**src/rtl/hstrike_pkg.sv**
```systemverilog
package hstrike_pkg;

  // Next value of a two-digit BCD tally.
  function automatic logic [7:0] bcd_step(input logic [7:0] v);
    if (v[3:0] == 4'd9) return {v[7:4] + 4'd1, 4'd0};
    else                return {v[7:4], v[3:0] + 4'd1};
  endfunction

  // True when the BCD pair is an hour of a 12-hour clock (01..12).
  function automatic logic hour_ok(input logic [7:0] v);
    logic lo_ok;
    logic hi_ok;
    lo_ok = (v[7:4] == 4'd0) && (v[3:0] != 4'd0) && (v[3:0] <= 4'd9);
    hi_ok = (v[7:4] == 4'd1) && (v[3:0] <= 4'd2);
    return lo_ok || hi_ok;
  endfunction

endpackage

```
**src/rtl/hstrike_timer.sv**
```systemverilog
module hstrike_timer #(
  parameter int RATE_W    = 6,
  parameter int TICK_LOG2 = 2
) (
  input  logic              clk,
  input  logic              rst_n,
  input  logic              load_i,
  input  logic              run_i,
  input  logic [RATE_W-1:0] rate_i,
  output logic              phase_end_o,
  output logic              pulse_o
);

  localparam int PH_W  = RATE_W + TICK_LOG2;
  localparam int SUB   = TICK_LOG2 - 2;
  localparam int CMP_W = PH_W - SUB;

  logic [RATE_W-1:0] rate_q;
  logic [PH_W-1:0]   phase_q;
  logic [PH_W-1:0]   last_w;

  // Last phase of an interval: (rate+1)*2^TICK_LOG2 - 1.
  function automatic logic [PH_W-1:0] last_phase(input logic [RATE_W-1:0] r);
    return {r, {TICK_LOG2{1'b1}}};
  endfunction

  // Gate window: the first quarter of the interval.
  function automatic logic in_window(input logic [PH_W-1:0] ph,
                                     input logic [RATE_W-1:0] r);
    logic [CMP_W-1:0] coarse;
    coarse = CMP_W'(ph >> SUB);
    return coarse <= CMP_W'(r);
  endfunction

  assign last_w      = last_phase(rate_q);
  assign phase_end_o = run_i && (phase_q == last_w);
  assign pulse_o     = run_i && in_window(phase_q, rate_q);

  always_ff @(posedge clk or negedge rst_n) begin
    if (!rst_n) begin
      rate_q  <= '0;
      phase_q <= '0;
    end else if (load_i) begin
      rate_q  <= rate_i;
      phase_q <= '0;
    end else if (run_i) begin
      phase_q <= phase_end_o ? '0 : phase_q + 1'b1;
    end
  end

  AST_PHASE_BOUND: assert property (@(posedge clk) disable iff (!rst_n)
    run_i |-> (phase_q <= last_w));

  AST_NEXT_STRIKE: assert property (@(posedge clk) disable iff (!rst_n)
    (phase_end_o && !load_i) |=> (!run_i || pulse_o));

  AST_RATE_HELD: assert property (@(posedge clk) disable iff (!rst_n)
    (run_i && !load_i) |=> $stable(rate_q));

endmodule

```
**src/rtl/hstrike_tally.sv**
```systemverilog
module hstrike_tally
  import hstrike_pkg::*;
(
  input  logic       clk,
  input  logic       rst_n,
  input  logic       load_i,
  input  logic [7:0] hour_i,
  input  logic       step_i,
  output logic [7:0] count_o,
  output logic       last_o
);

  logic [7:0] count_q;
  logic [7:0] target_q;

  assign count_o = count_q;
  assign last_o  = (count_q == target_q);

  always_ff @(posedge clk or negedge rst_n) begin
    if (!rst_n) begin
      count_q  <= 8'h00;
      target_q <= 8'h00;
    end else if (load_i) begin
      count_q  <= 8'h01;
      target_q <= hour_i;
    end else if (step_i) begin
      count_q  <= bcd_step(count_q);
    end
  end

  AST_COUNT_BCD: assert property (@(posedge clk) disable iff (!rst_n)
    step_i |=> (count_q[3:0] <= 4'd9));

  AST_NO_PASS_TARGET: assert property (@(posedge clk) disable iff (!rst_n)
    step_i |-> !last_o);

  AST_TARGET_HELD: assert property (@(posedge clk) disable iff (!rst_n)
    !load_i |=> $stable(target_q));

endmodule

```
**src/rtl/hour_strike_ctrl.sv**
```systemverilog
module hour_strike_ctrl
  import hstrike_pkg::*;
#(
  parameter int RATE_W    = 6,
  parameter int TICK_LOG2 = 2
) (
  input  logic              clk,
  input  logic              rst_n,
  input  logic              start_i,
  input  logic [3:0]        hour_tens_i,
  input  logic [3:0]        hour_ones_i,
  input  logic [RATE_W-1:0] rate_i,
  output logic              gate_lo_o,
  output logic              gate_hi_o,
  output logic              busy_o
);

  logic [7:0] hour_w;
  logic       hour_ok_w;
  logic       accept_w;
  logic       phase_end_w;
  logic       pulse_w;
  logic       last_w;
  logic       step_w;
  logic       done_w;
  logic [7:0] count_w;
  logic       busy_q;

  assign hour_w    = {hour_tens_i, hour_ones_i};
  assign hour_ok_w = hour_ok(hour_w);
  assign accept_w  = start_i && !busy_q && hour_ok_w;
  assign step_w    = phase_end_w && !last_w;
  assign done_w    = phase_end_w && last_w;

  hstrike_timer #(
    .RATE_W    (RATE_W),
    .TICK_LOG2 (TICK_LOG2)
  ) u_timer (
    .clk         (clk),
    .rst_n       (rst_n),
    .load_i      (accept_w),
    .run_i       (busy_q),
    .rate_i      (rate_i),
    .phase_end_o (phase_end_w),
    .pulse_o     (pulse_w)
  );

  hstrike_tally u_tally (
    .clk     (clk),
    .rst_n   (rst_n),
    .load_i  (accept_w),
    .hour_i  (hour_w),
    .step_i  (step_w),
    .count_o (count_w),
    .last_o  (last_w)
  );

  always_ff @(posedge clk or negedge rst_n) begin
    if (!rst_n)        busy_q <= 1'b0;
    else if (accept_w) busy_q <= 1'b1;
    else if (done_w)   busy_q <= 1'b0;
  end

  assign busy_o    = busy_q;
  assign gate_lo_o = pulse_w;
  assign gate_hi_o = pulse_w;

  AST_IDLE_QUIET: assert property (@(posedge clk) disable iff (!rst_n)
    !busy_q |-> !pulse_w);

  AST_FIRST_STRIKE: assert property (@(posedge clk) disable iff (!rst_n)
    accept_w |=> (busy_q && pulse_w));

  AST_BUSY_HOLD: assert property (@(posedge clk) disable iff (!rst_n)
    (busy_q && !done_w) |=> busy_q);

  AST_END_ON_LAST: assert property (@(posedge clk) disable iff (!rst_n)
    (busy_q && phase_end_w && !last_w) |=> busy_q);

  AST_COUNT_RANGE: assert property (@(posedge clk) disable iff (!rst_n)
    busy_q |-> (count_w >= 8'h01 && count_w <= 8'h12));

  AST_REJECT_BAD_HOUR: assert property (@(posedge clk) disable iff (!rst_n)
    (!busy_q && start_i && !hour_ok_w) |=> !busy_q);

endmodule

```
**config.mk**
```make
export PLATFORM = sky130hd
export DESIGN_NAME = hour_strike_ctrl
export DESIGN_NICKNAME = d
export VERILOG_FILES = /design/src/rtl/hstrike_pkg.sv /design/src/rtl/hstrike_timer.sv /design/src/rtl/hstrike_tally.sv /design/src/rtl/hour_strike_ctrl.sv
export SDC_FILE = /design/constraint.sdc
export NUM_CORES = 1
export LEC_CHECK = 0
export BUFFER_PORTS_ARGS = -buffer_cell sky130_fd_sc_hd__buf_4
export CAP_MARGIN = 30
export CORE_UTILIZATION = 40
export CTS_CLUSTER_DIAMETER = 80
export CTS_CLUSTER_SIZE = 10
export DETAILED_ROUTE_END_ITERATION = 8
export MAX_ROUTING_LAYER = met4
export SYNTH_ARGS = -nofsm -noshare
export SYNTH_HDL_FRONTEND = slang
export SYNTH_SLANG_ARGS = --single-unit
```
**constraint.sdc**
```tcl
create_clock -name clk -period 1.9 [get_ports clk]
set_input_delay 0.38 -clock clk [delete_from_list [all_inputs] [get_ports clk]]
set_output_delay 0.38 -clock clk [all_outputs]
set_load 0.01 [all_outputs]
```
==> flow_metrics.py <==
metrics = {
    "run_status": {
        "status": "complete, but fails checks",
        "violations": "negative setup slack",
    },
    "yosys": {
        "ys_seq_area_share_pct": 42.4,
        "syn_area_um2": 1830,
        "synth_flop_cell": "dfrtp_1",
        "synthSimpleGateAreaFrac_pct": 23.6,
        "synth_area_leaders": "dfrtp_1 (42%), nand2_1 (9.7%), ha_1 (6.8%)",
        "yosys-top-cells-count": "nand2_1 (47), dfrtp_1 (31), xor2_1 (12)",
        "ys_types": 41,
        "synth.ff_latch_count": 31,
        "synth_top_family_by_area": "simple AND/OR/NAND/NOR gates",
        "yosysMostFrequentCell": "nand2_1",
        "synth_top_area_share_pct": 42.4,
        "synth-edff-count": 0,
        "ys_async_sr_fraction_pct": 100,
        "ys_warn_count": 0,
        "synth.avg_cell_area_um2": 9.09,
        "muxShareOfSynthArea_pct": 2.19,
        "synthCells": 201,
        "synth_compound_area_share_pct": 11.9,
        "synthAdderAreaFrac_pct": 6.84,
        "yosysTopAreaCell": "dfrtp_1",
        "synth_xor_xnor_area_share_pct": 9.10,
        "syn-num-nets": 228,
    },
    "placement": {
        "dp.cells": 291,
        "port_buffers": 19,
        "place.gp.congestion": 0.854,
        "dpl.hpwl_um": 3020,
        "dpl_cell_area_um2": 2210,
    },
    "global_routing": {
        "grt_max_degree": 32,
        "grt_usage_pct": 20.7,
        "grt_pass1_vias": 1563,
        "grt-ovfl-total": 0,
        "grt_pass1_wl_um": 7520,
        "antenna_found_initial": 0,
    },
    "cts": {
        "clockBufferDepth": 2,
        "clk_pin_slew_worst_paths_ns": 0.06,
        "htree_num_levels": 2,
        "cts_root_buf": "clkbuf_8",
        "cts.sinks": 31,
        "insertion_delay_ns": 0.29,
        "numCtsBuffers": 5,
        "cts_tree": "built",
    },
    "timing": {
        "fmax_mhz": 447,
        "skew_ns": 0.00261,
        "slew_headroom_pct": 71.7,
        "tightest_slew_ns": 0.425,
        "holdWs_ns": 0.0248,
        "min_period_ns": 2.24,
        "worst_slack_ns": -0.339,
        "fin_crit_sh_pct": 118,
        "setup_viol": 7,
        "drv_slew": 0,
        "grt_setup_unrepaired": "true",
        "finalHoldViolCount": 0,
    },
    "floorplanning": {
        "fp-row-count": 24,
        "start_util_pct": 41.7,
        "fp.dieW_um": 69.6,
        "core_um2": 4380,
        "die-area_um2": 4840,
        "io_pins": 20,
        "die_h_um": 69.6,
    },
    "worst_setup_path": {
        "cp-end-kind": "primary output",
        "slowest_stage": "dfrtp_1",
        "crit_required_ns": 1.52,
        "r2r-end": "u_timer.phase_q[4]",
        "startpoint_type": "register",
        "r2r_start": "u_timer.phase_q[1]",
        "worstSetupPathType": "register to primary output",
        "slowest_delay_ns": 0.41,
        "reg2reg_depth": 7,
        "cpMostUsedCell": "o21a_1",
        "cp_max_fo": 2,
        "crit_arrival_ns": 1.86,
        "crit_chain": "ha_4 -> nor2b_4 -> o21a_1 -> o21a_1 -> o21ai_1 -> a32o_2 -> buf_4",
        "ff2ff_setup_slack_ns": -0.09,
    },
    "route": {
        "drc": 0,
        "wl_per_cell_um": 14.2,
        "drtIter0Drc": 109,
        "drt_pre_antenna_iters": 4,
        "via_count": 1540,
        "routed_wl_um": 4280,
        "antenna_left": 0,
        "viasPerCell": 5.10,
    },
    "pwr": {
        "p_leak_nw": 1.19,
        "p_comb_share_pct": 34.1,
        "p_int_mw": 1.48,
        "p_sw_share_pct": 32.9,
        "p_sw_mw": 0.725,
        "vdd_drop_max_uv": 378,
        "seqPwrFrac_pct": 39.4,
        "pwr_density_cell_nw_per_um2": 914,
        "power_frac_clock_pct": 26.5,
    },
    "layout": {
        "multi_input_area_um2": 1050,
        "nFillCells": 385,
        "stdcell_area_um2": 2410,
        "nets": 276,
        "n_antenna_cell": 0,
        "finalNonFillerCells": 302,
        "area.sequential_um2": 776,
        "areaGrowthSynthToFinish_pct": 31.8,
        "utilization_pct": 55.0,
        "drive_gt1_share_pct": 29.6,
    },
    "run": {
        "drv_cap": 0,
    },
    "hold_path": {
        "hp-class": "input port to asynchronous set/reset pin",
    },
}
==> power groups by stage <==
stage	Combinational, mW	Clock (mW)	Sequential, mW
2_1_floorplan	0.457	0	0.877
3_3_place_gp	0.704	0	0.875
3_5_place_dp	0.710	0	0.876
4_1_cts	0.723	0.599	0.866
5_1_grt	0.824	0.625	0.880
6_report	0.752	0.584	0.867
==> critical path: cells and delay by family, from the launching register on <==
family,cells,cell delay (ns)
AOI/OAI and AO/OA,4,0.66
and+or+nand+nor,1,0.12
DFF,1,0.41
adders and majority gates,1,0.25
buffers and inverters,1,0.12
==> worst max-delay path by stage <==
stage                               endpoint          startpoint  slack (ns)
final                              gate_lo_o  u_timer.phase_q[1]       -0.34
after CTS                          gate_hi_o  u_timer.phase_q[1]       -0.36
after floorplan                    gate_lo_o   u_timer.rate_q[1]       -0.02
after global routing               gate_lo_o  u_timer.phase_q[1]       -0.40
after detailed placement  u_timer.phase_q[4]      hour_tens_i[1]       -0.06
after global placement             gate_lo_o   u_timer.rate_q[1]       -0.03
==> metal layers <==
layer | GRT usage [%] | wire, um | up-vias
met4 | 6.80 | 66 | 0
li1 | - | - | 786
met3 | 4.80 | 149 | 5
met5 | - | 0 | -
met2 | 30.4 | 1930 | 22
met1 | 28.1 | 2130 | 727
==> cell type report <==
class	count	share of cell area, %
Tap cell	52	2.70
Multi-Input combinational cell	154	43.8
Inverter	9	1.40
Sequential cell	31	32.2
Clock buffer	8	4.15
Timing Repair Buffer	48	15.8
==> flip-flops by register name (all words and copies together), names as in the netlist <==
register and count:
u_tally.count_o 8, u_timer.phase_q 8, u_tally.target_q 8, busy_o 1
u_timer.rate_q 6
==> metrics by stage <==
stage | total power, mW | setup TNS, ns | setup slack [ns]
after floorplan | 1.33 | -0.0227 | -0.0227
after global placement | 1.58 | -0.0717 | -0.0270
after detailed placement | 1.59 | -0.238 | -0.0594
after CTS | 2.19 | -0.727 | -0.364
after global routing | 2.33 | -1.89 | -0.405
final | 2.20 | -0.953 | -0.339
==> placed cells by master, fill, tap and decap left out, types with 3 or more instances in the layout <==
cell,instances
mux2i_1,4
a21oi_1,3
ha_1,7
nand2_1,47
o21ai_0,7
dfrtp_1,31
buf_4,45
nand4_1,3
xnor2_1,7
o22ai_1,3
nor4_2,4
and2_1,3
clkbuf_8,7
inv_1,7
o21ai_1,4
nor2_1,8
nand3_1,10
o21a_1,3
xor2_1,12
==> cells by family (layout without fill, tap and decap cells) <==
| logic type | after synthesis | in the layout |
|---|---|---|
| AND/OR/NAND/NOR | 90 | 90 |
| buffers and inverters | 16 | 65 |
| adder cells (fa/ha/maj) | 10 | 10 |
| XOR/XNOR | 19 | 19 |
| multiplexers | 4 | 4 |
| flip-flops | 31 | 31 |
| AO/OA/AOI/OAI | 31 | 31 |
==> timing repair <==
action / CTS / global route
endpoints found under the setup margin: 6 / 12
buffers inserted: 2 / 1
gates resized for setup: 2 / 14
hold buffers: 0 / 0
pin swaps: 5 / 4
hold endpoints to repair: 0 / 0
No activity file was read; power rests on OpenSTA's default activity.
